## src/rtl/monhs_pkg.sv

```systemverilog
package monhs_pkg;
  typedef enum logic [1:0] {
    TX_IDLE,
    TX_WAIT_ACK,
    TX_GAP
  } tx_state_e;
endpackage

```

## src/rtl/monhs_tx.sv

```systemverilog
module monhs_tx #(
  parameter int DATA_W       = 8,
  parameter int ABORT_FRAMES = 2
) (
  input  logic              clk,
  input  logic              rst,
  input  logic              frame_stb_i,
  input  logic              wr_i,
  input  logic [DATA_W-1:0] wr_data_i,
  input  logic              eom_req_i,
  input  logic              mr_n_i,
  output logic              mx_n_o,
  output logic [DATA_W-1:0] byte_o,
  output logic              active_o,
  output logic              tx_req_o,
  output logic              abort_seen_o,
  output logic              overrun_o
);
  import monhs_pkg::*;

  localparam int CNT_W = $clog2(ABORT_FRAMES + 1);
  localparam logic [CNT_W-1:0] MISS_LAST = CNT_W'(ABORT_FRAMES - 1);

  tx_state_e         state;
  logic [DATA_W-1:0] data_q;
  logic              pend;
  logic              eom_pend;
  logic [CNT_W-1:0]  miss;

  always_ff @(posedge clk) begin
    if (rst) begin
      state        <= TX_IDLE;
      data_q       <= '0;
      pend         <= 1'b0;
      eom_pend     <= 1'b0;
      miss         <= '0;
      mx_n_o       <= 1'b1;
      byte_o       <= '0;
      active_o     <= 1'b0;
      tx_req_o     <= 1'b0;
      abort_seen_o <= 1'b0;
      overrun_o    <= 1'b0;
    end else begin
      // host side
      if (eom_req_i && state != TX_IDLE) eom_pend <= 1'b1;
      if (wr_i) begin
        if (pend) begin
          overrun_o <= 1'b1;
        end else begin
          data_q   <= wr_data_i;
          pend     <= 1'b1;
          tx_req_o <= 1'b0;
          if (state == TX_IDLE) begin
            overrun_o    <= 1'b0;
            abort_seen_o <= 1'b0;
          end
        end
      end
      // bus side, once per frame
      if (frame_stb_i) begin
        unique case (state)
          TX_IDLE: begin
            if (pend) begin
              byte_o   <= data_q;
              mx_n_o   <= 1'b0;
              active_o <= 1'b1;
              miss     <= '0;
              state    <= TX_WAIT_ACK;
            end
          end
          TX_WAIT_ACK: begin
            if (!mr_n_i) begin
              mx_n_o   <= 1'b1;
              tx_req_o <= 1'b1;
              pend     <= 1'b0;
              state    <= TX_GAP;
            end else if (miss == MISS_LAST) begin
              mx_n_o       <= 1'b1;
              abort_seen_o <= 1'b1;
              active_o     <= 1'b0;
              pend         <= 1'b0;
              eom_pend     <= 1'b0;
              state        <= TX_IDLE;
            end else begin
              miss <= miss + CNT_W'(1);
            end
          end
          TX_GAP: begin
            if (pend) begin
              byte_o <= data_q;
              mx_n_o <= 1'b0;
              miss   <= '0;
              state  <= TX_WAIT_ACK;
            end else if (eom_pend) begin
              active_o <= 1'b0;
              eom_pend <= 1'b0;
              state    <= TX_IDLE;
            end
          end
          default: state <= TX_IDLE;
        endcase
      end
    end
  end

  p_send_r2: assert property (@(posedge clk) disable iff (rst)
    frame_stb_i && state == TX_IDLE && pend |=> !mx_n_o && active_o);

  p_ack_releases_mx_r3: assert property (@(posedge clk) disable iff (rst)
    frame_stb_i && state == TX_WAIT_ACK && !mr_n_i |=> mx_n_o && tx_req_o);

  p_abort_idle_r9: assert property (@(posedge clk) disable iff (rst)
    $rose(abort_seen_o) |-> !active_o && mx_n_o);

  p_overrun_flag_r10: assert property (@(posedge clk) disable iff (rst)
    wr_i && pend |=> overrun_o);

  p_bus_on_strobe_r12: assert property (@(posedge clk) disable iff (rst)
    !frame_stb_i |=> $stable(mx_n_o) && $stable(byte_o));
endmodule

```

## src/rtl/monhs_rx.sv

```systemverilog
module monhs_rx #(
  parameter int DATA_W       = 8,
  parameter int ABORT_FRAMES = 2
) (
  input  logic              clk,
  input  logic              rst,
  input  logic              frame_stb_i,
  input  logic              mx_n_i,
  input  logic [DATA_W-1:0] byte_i,
  input  logic              abort_req_i,
  input  logic              rd_i,
  output logic              mr_n_o,
  output logic [DATA_W-1:0] data_o,
  output logic              avail_o,
  output logic              irq_o
);
  localparam int CNT_W = $clog2(ABORT_FRAMES + 1);
  localparam logic [CNT_W-1:0] HOLD_MORE = CNT_W'(ABORT_FRAMES - 1);

  logic             prev_mx_n;
  logic             abort_pend;
  logic [CNT_W-1:0] hold_left;

  always_ff @(posedge clk) begin
    if (rst) begin
      prev_mx_n  <= 1'b0;
      abort_pend <= 1'b0;
      hold_left  <= '0;
      mr_n_o     <= 1'b1;
      data_o     <= '0;
      avail_o    <= 1'b0;
      irq_o      <= 1'b0;
    end else begin
      irq_o <= 1'b0;
      if (abort_req_i) abort_pend <= 1'b1;
      if (rd_i) avail_o <= 1'b0;
      if (frame_stb_i) begin
        prev_mx_n <= mx_n_i;
        if (abort_pend) begin
          mr_n_o     <= 1'b1;
          hold_left  <= HOLD_MORE;
          abort_pend <= 1'b0;
        end else if (hold_left != '0) begin
          mr_n_o    <= 1'b1;
          hold_left <= hold_left - CNT_W'(1);
        end else if (mx_n_i) begin
          mr_n_o <= 1'b1;
        end else if (prev_mx_n) begin
          data_o  <= byte_i;
          avail_o <= 1'b1;
          irq_o   <= 1'b1;
          mr_n_o  <= 1'b0;
        end
      end
    end
  end

  p_accept_r4: assert property (@(posedge clk) disable iff (rst)
    frame_stb_i && !mx_n_i && prev_mx_n && !abort_pend && hold_left == '0
    |=> !mr_n_o && avail_o && irq_o);

  p_irq_single_r4: assert property (@(posedge clk) disable iff (rst)
    irq_o |=> !irq_o);

  p_release_r5: assert property (@(posedge clk) disable iff (rst)
    frame_stb_i && mx_n_i |=> mr_n_o);

  p_abort_hold_r8: assert property (@(posedge clk) disable iff (rst)
    frame_stb_i && abort_pend |=> mr_n_o && !irq_o);

  p_mr_on_strobe_r12: assert property (@(posedge clk) disable iff (rst)
    !frame_stb_i |=> $stable(mr_n_o));
endmodule

```

## src/rtl/monhs_ctrl.sv

```systemverilog
module monhs_ctrl #(
  parameter int DATA_W       = 8,
  parameter int ABORT_FRAMES = 2
) (
  input  logic              clk,
  input  logic              rst,
  input  logic              frame_stb_i,
  input  logic              host_wr_i,
  input  logic [DATA_W-1:0] host_wdata_i,
  input  logic              host_eom_i,
  input  logic              host_abort_i,
  input  logic              host_rd_i,
  output logic              bus_mx_n_o,
  output logic [DATA_W-1:0] bus_byte_o,
  input  logic              bus_mr_n_i,
  input  logic              bus_mx_n_i,
  input  logic [DATA_W-1:0] bus_byte_i,
  output logic              bus_mr_n_o,
  output logic [DATA_W-1:0] rx_data_o,
  output logic              chan_active_o,
  output logic              tx_req_o,
  output logic              rx_avail_o,
  output logic              abort_seen_o,
  output logic              overrun_o,
  output logic              irq_o
);
  monhs_tx #(.DATA_W(DATA_W), .ABORT_FRAMES(ABORT_FRAMES)) u_tx (
    .clk          (clk),
    .rst          (rst),
    .frame_stb_i  (frame_stb_i),
    .wr_i         (host_wr_i),
    .wr_data_i    (host_wdata_i),
    .eom_req_i    (host_eom_i),
    .mr_n_i       (bus_mr_n_i),
    .mx_n_o       (bus_mx_n_o),
    .byte_o       (bus_byte_o),
    .active_o     (chan_active_o),
    .tx_req_o     (tx_req_o),
    .abort_seen_o (abort_seen_o),
    .overrun_o    (overrun_o)
  );

  monhs_rx #(.DATA_W(DATA_W), .ABORT_FRAMES(ABORT_FRAMES)) u_rx (
    .clk         (clk),
    .rst         (rst),
    .frame_stb_i (frame_stb_i),
    .mx_n_i      (bus_mx_n_i),
    .byte_i      (bus_byte_i),
    .abort_req_i (host_abort_i),
    .rd_i        (host_rd_i),
    .mr_n_o      (bus_mr_n_o),
    .data_o      (rx_data_o),
    .avail_o     (rx_avail_o),
    .irq_o       (irq_o)
  );
endmodule

```

## config.mk

```make
export PLATFORM = sky130hd
export DESIGN_NAME = monhs_ctrl
export DESIGN_NICKNAME = d
export VERILOG_FILES = /design/src/rtl/monhs_pkg.sv /design/src/rtl/monhs_tx.sv /design/src/rtl/monhs_rx.sv /design/src/rtl/monhs_ctrl.sv
export SDC_FILE = /design/constraint.sdc
export NUM_CORES = 1
export LEC_CHECK = 0
export BUFFER_PORTS_ARGS = -buffer_cell sky130_fd_sc_hd__buf_2
export CAP_MARGIN = 20
export CORE_MARGIN = 1.5
export CORE_UTILIZATION = 35
export CTS_CLUSTER_DIAMETER = 30
export DETAILED_ROUTE_END_ITERATION = 16
export SYNTH_ARGS = -nofsm -noshare
export SYNTH_HDL_FRONTEND = slang
export SYNTH_SLANG_ARGS = --single-unit
```

## constraint.sdc

```tcl
create_clock -name clk -period 2 [get_ports clk]
set_input_delay 0 -clock clk [delete_from_list [all_inputs] [get_ports clk]]
set_output_delay 0 -clock clk [all_outputs]
set_load 0.1 [all_outputs]
```

==> metrics.yaml, run 1 <==
dp.cells: 296
htree_num_levels: 2
synthCells: 191
io_pins: 49
clkSlewWorstSetupHoldPaths_ns: 0.08
final_common_cell: "buf_2"
fin_skew_ns: 0.00512
io_buffers: 48
slew-limit-headroom: 0.500
arrival_ns: 1.94
grt.total_usage: 0.136
cap_violations: 0
hold_start: "host_wr_i"
fin_tns_setup_ns: 0
hp-class: "in2reg"
post-route-util: 0.495
synth_cell_type_count: 30
period_share: 0.863
grt_max_degree: 43
drt-total-wl_um: 3530
ys_warn_count: 0
cts_hold_buffers: 19
drive_gt1_frac: 0.238
critPathCaptureType: "register"
slew_violations: 0
hpwl_um: 2330
ant_nets: 0
path_max_fanout: 7
p_leak_nw: 1.13
r2r_end: "u_tx.state[0]"
overflow: 0
fp.dieArea_um2: 5410
rows: 25
max_freq_mhz: 579
root_buffer: "clkbuf_8"
peakVddDrop_uv: 462
die_y_um: 73.5
worstSetupPathType: "reg2reg"
critPathLaunchType: "register"
reg2reg_depth: 6
timing.critical_path.buf_inv: 1
viasPerCell: 4.49
path_delay_family: "simple AND/OR/NAND/NOR gates"
grt_pass1_wl_um: 5660
drtPass1Iterations: 4
final_net_count: 286
cts_resized: 0
synth.net_count: 222
remaining_drc_errors: 0
cpMaxStageDelayCell: "or4_1"
detail_route.wl_per_cell_um: 10.9
cts_setup_buffers: 0
syn_area_per_cell_um2: 9.12
die_x_um: 73.5
cts_max_path_buffers: 2
grt_pass1_vias: 1349
rsz0062_at_grt: "no"
area_growth_pct: 35.1
ys_ff_latch: 42
core_area_um2: 4750
outcome: "finished, final reports clean"
setup_viol: 0
hold_end: "u_tx.overrun_o"
worstMarginPinSlew_ns: 0.750
pwr_density_cell_nw_per_um2: 860
crit_chain: "inv_1, ha_1, nand2b_1, a21oi_1, or4_1, a21oi_1"
cts_buffers: 5
period_minus_slack_ns: 1.73
ys_seq_area_frac: 0.483
r2r_start: "u_tx.state[0]"
clk_latency_ns: 0.29
critPathMostFrequentCell: "a21oi_1"
hold_viol_final: 0
gp_congestion: 0.781
critPathRequiredTime_ns: 2.22
final_cells: 323
vias: 1449
hold_depth: 3
cts_sinks: 42
antenna_found_initial: 0
netlist_area_um2: 1740
rrSetupSlack_ns: 0.27
cts_tree: "done"
drtIter0Drc: 59
final_cell_mix: "buf_2 (48), dfxtp_1 (42), nor2_1 (30)"
start_util: 0.366
antenna_cells: 0
critical-path-max-stage-delay_ns: 0.52
-- cells in the mapped netlist --
master	number	area (µm²)
dfxtp_1	42	841
nand3_2	1	10.0
nand2b_1	8	50.1
or3_1	1	6.26
buf_4	1	7.51
a2111oi_2	1	15.0
a21oi_1	17	85.1
nor2_1	30	113
clkbuf_1	8	30.0
ha_1	6	75.1
nand2b_4	1	13.8
a21boi_0	1	7.51
nor3_1	4	20.0
nor2b_1	2	12.5
and3_1	1	6.26
a311oi_1	1	8.76
a221o_1	1	10.0
o21ai_0	3	15.0
inv_1	8	30.0
or4b_4	1	13.8
nor3b_1	1	7.51
buf_6	1	11.3
nand2_1	21	78.8
a22oi_1	2	15.0
buf_2	1	5.00
nand3b_1	1	7.51
mux2i_1	21	210
or4_1	1	7.51
a211oi_1	3	22.5
nor4_1	1	6.26
-- final cells by class --
class | count | area (µm²)
Clock buffer | 6 | 82.6
Clock inverter | 2 | 60.1
Fill cell | 474 | 2400
Inverter | 8 | 30.0
Multi-Input combinational cell | 130 | 817
Sequential cell | 42 | 841
Tap cell | 67 | 83.8
Timing Repair Buffer | 68 | 438
-- worst max-delay path by stage --
stage	start	endpoint	slack, ns	depth (start not counted)
floorplan	u_tx.state[0]	u_tx.active_o	0.35	7
finish	u_tx.state[0]	u_tx.state[0]	0.27	6
CTS	u_tx.state[0]	u_tx.active_o	0.24	6
detailed placement	u_tx.state[0]	u_tx.active_o	0.26	6
global route	u_tx.state[0]	u_tx.active_o	0.15	6
global placement	u_tx.state[0]	u_tx.state[0]	0.33	6
-- cell families (layout without fill, tap and decap cells) --
family	Yosys count	in the layout	share of synthesized area
and+or+nand+nor	74	74	0.203
buffers and inverters	19	84	0.0481
DFF	42	42	0.483
AOI/OAI and AO/OA	29	29	0.103
adders and majority gates	6	6	0.0431
muxes	21	21	0.121
-- report_power, final --
group,leakage (nW),internal (mW),switching [mW]
registers,0.342,0.870,0.0214
logic,0.714,0.114,0.199
clock network,0.0714,0.532,0.285
-- per-layer routing --
layer / part of all wire / track usage
met2: 0.49 / 0.239
met4: 0.017 / 0.0679
met3: 0.035 / 0.0288
met1: 0.46 / 0.155
met5: 0 / 0
-- state kept, by name, indices dropped and copies added, names as in the netlist, 2 cells and up --
name            flops
u_tx.data_q         8
u_rx.data_o         8
u_rx.hold_left      2
u_tx.miss           2
u_tx.byte_o         8
u_tx.state          2
-- worst min-delay path, cell delays in order --
cell	delay, ns
buf_2	0.12
a22oi_1	0.09
nor2_1	0.07
-- metrics by stage --
step,hold WS (ns),area [µm²],power [mW],worst slack (ns)
finish,0.0216,2350,2.02,0.274
global route,0.0294,2350,2.11,0.152
CTS,0.0166,2350,2.05,0.245
detailed placement,0.236,2020,1.20,0.256
global placement,0.232,2020,1.20,0.335
floorplan,0.136,1740,1.13,0.346
No activity file was read; power rests on OpenSTA's default activity.
==> run 2, diff against run 1 <==
--- a/config.mk
+++ b/config.mk
@@ -5,12 +5,12 @@
 export SDC_FILE = /design/constraint.sdc
 export NUM_CORES = 1
 export LEC_CHECK = 0
-export BUFFER_PORTS_ARGS = -buffer_cell sky130_fd_sc_hd__buf_2
 export CAP_MARGIN = 20
 export CORE_MARGIN = 1.5
 export CORE_UTILIZATION = 35
 export CTS_CLUSTER_DIAMETER = 30
 export DETAILED_ROUTE_END_ITERATION = 16
+export DONT_BUFFER_PORTS = 1
 export SYNTH_ARGS = -nofsm -noshare
 export SYNTH_HDL_FRONTEND = slang
 export SYNTH_SLANG_ARGS = --single-unit
==> run 2 against run 1 <==
Sequential share of layout area is the same. Flip-flop and latch count is the same. Non-clock buffer count shrank 16. Routed wire length grew 6.1%. Register-to-register slack lost 0.14 ns. Utilization is the same. Fmax shrank 7.7%. Final cell count shrank 5.0%. Combinational power grew 2%. Setup slack lost 0.14 ns. Power shrank 6.3%.
==> metrics.yaml, run 2 (synthesis gave the netlist of run 1 again) <==
outcome: "finished, final reports clean"
place_area_um2: 1960  # -3.0%
arrival_ns: 2.12  # +0.18 ns
cts_max_path_buffers: 2  # unchanged
cpMaxStageDelayCell: "dlygate4sd3_1"
htree_num_levels: 2  # unchanged
area_growth_pct: 35.1  # unchanged
io_buffers: 0  # -100%
timing.critical_path.buf_inv: 1  # unchanged
path_max_fanout: 5  # -2
swShare: 0.281  # +0.0303
final_net_count: 270  # -5.6%
p_int_mw: 1.36  # -10%
pwr_density_cell_nw_per_um2: 806  # -6.3%
p_leak_nw: 1.07  # -5.1%
crit_cells: 5  # -1
cts_sinks: 42  # unchanged
drive_gt1_frac: 0.158  # -0.0799
p_comb_frac: 0.169  # +0.014
grtUsageMet3: 0.0494  # +0.0206
final_cell_mix: "dfxtp_1 (42), nor2_1 (30), dlygate4sd3_1 (26)"
critPathCaptureType: "register"
cts_buffers: 5  # unchanged
start_util: 0.366  # unchanged
setup_viol: 0  # unchanged
critical-path-max-stage-delay_ns: 0.57  # +0.05 ns
clkSlewWorstSetupHoldPaths_ns: 0.09  # about the same
overflow: 0  # unchanged
reg_top3: "u_rx.data_o: 8 flops, u_tx.byte_o: 8 flops, u_tx.data_q: 8 flops"
grt.total_usage: 0.147  # +0.0101
hp-class: "in2reg"
worstMarginPinSlew_ns: 0.449  # -0.302 ns
fillers: 464  # -2.1%
core_area_um2: 4750  # unchanged
die_x_um: 73.5  # unchanged
period_share: 0.935  # +0.0719
fin_tns_setup_ns: 0  # unchanged
rows: 25  # unchanged
detail_route.wl_per_cell_um: 12.2  # +12%
grt_pass1_vias: 1310  # -2.9%
critPathLaunchType: "register"
drt-total-wl_um: 3740  # +6.1%
power_frac_clock: 0.362  # -0.042
clk_latency_ns: 0.30  # about the same
cts_tree: "done"
final_common_cell: "dfxtp_1"
crit_chain: "ha_1, a21boi_1, a21oi_1, a311oi_1, dlygate4sd3_1"
vias: 1445  # -0.28%
fin_skew_ns: 0.00872  # +0.00360 ns
ant_nets: 0  # unchanged
gp_congestion: 0.866  # +11%
reg2reg_depth: 5  # -1
root_buffer: "clkbuf_8"
antenna_cells: 0  # unchanged
fp.dieArea_um2: 5410  # unchanged
worstSetupPathType: "reg2reg"
drtIter0Drc: 85  # +44%
whs_ns: 0.0111  # -0.0104 ns
grt_max_degree: 43  # unchanged
antenna_found_initial: 0  # unchanged
path_delay_family: "compound AO/OA/AOI/OAI gates"
max_freq_mhz: 535  # -7.7%
cts_setup_buffers: 0  # unchanged
critPathRequiredTime_ns: 2.25  # +0.03 ns
hold_depth: 2  # -1
grt_pass1_wl_um: 5960  # +5.2%
met2_usage: 0.241  # +0.00200
cap_violations: 0  # unchanged
use_met1: 0.174  # +0.0181
viasPerCell: 4.71  # +4.9%
hpwl_um: 2320  # -0.37%
rsz0062_at_grt: "no"
remaining_drc_errors: 0  # unchanged
peakVddDrop_uv: 432  # -6.6%
drtPass1Iterations: 4  # unchanged
io_pins: 49  # unchanged
busiest_layer: "met2"
seqPwrFrac: 0.469  # +0.028
fin_area_um2: 2350  # unchanged
period_minus_slack_ns: 1.87  # +0.144 ns
post-route-util: 0.495  # unchanged
die_y_um: 73.5  # unchanged
slew-limit-headroom: 0.700  # +0.200
hold_viol_final: 0  # unchanged
rrSetupSlack_ns: 0.13  # -0.14 ns
switching_power_mw: 0.532  # +5.1%
slew_violations: 0  # unchanged
[run 2: changes by cell type in the layout (fill, tap and decap cells not counted)]
cell / delta
buf_12: +1
clkbuf_8: -1
dlygate4sd3_1: +7
clkinv_2: +1
buf_2: -48
bufinv_16: -1
buf_4: +24
a21boi_0: -1
inv_6: +1
a21boi_1: +1
[run 2: power groups by stage]
stage	clock network (mW)	logic (mW)	registers [mW]
finish	0.686	0.320	0.890
global route	0.747	0.343	0.895
CTS	0.701	0.319	0.889
detailed placement	0	0.255	0.909
global placement	0	0.252	0.909
floorplan	0	0.141	0.992
[run 2: worst paths after layout]
path,startpoint,to
worst max-delay path,u_tx.state[0],u_tx.eom_pend
worst max register to register,u_tx.state[0],u_tx.eom_pend
worst min register to register,u_tx.data_q[0],u_tx.data_q[0]
worst min-delay path,bus_mx_n_i,u_rx.irq_o
[run 2: repair_timing]
| item | in CTS | in global routing |
|---|---|---|
| gates resized for setup | 0 | 1 |
| hold buffers | 27 | 0 |
| endpoints found under the setup margin | 0 | 1 |
| hold endpoints to repair | 42 | 0 |
[run 2: cell type report]
class                      instances  area, µm²  area share
sequential                        42        841       0.357
multi-input combinational        130        817       0.347
timing repair buffer              52        468       0.199
tap                               67       83.8      0.0356
clock buffer                       5       68.8      0.0293
clock inverter                     3       43.8      0.0186
inverter                           8       30.0      0.0128
[run 2: layer usage]
| layer | wire (µm) | vias up |
|---|---|---|
| li1 | - | 737 |
| met2 | 1790 | 40 |
| met4 | 98 | 0 |
| met1 | 1660 | 656 |
| met3 | 187 | 12 |
| met5 | 0 | - |
[run 2: metrics by stage]
stage	setup WS, ns	total power, mW	cells
3_3_place_gp	0.344	1.16	272
4_1_cts	0.0758	1.91	307
5_1_grt	0.00192	1.99	307
2_1_floorplan	0.346	1.13	191
3_5_place_dp	0.280	1.16	272
6_report	0.130	1.90	307
[run 2: worst register-to-register path: stages (launching register included)]
cell	delay [ns]
dfxtp_1	0.40
ha_1	0.26
a21boi_1	0.27
a21oi_1	0.07
a311oi_1	0.25
dlygate4sd3_1	0.57
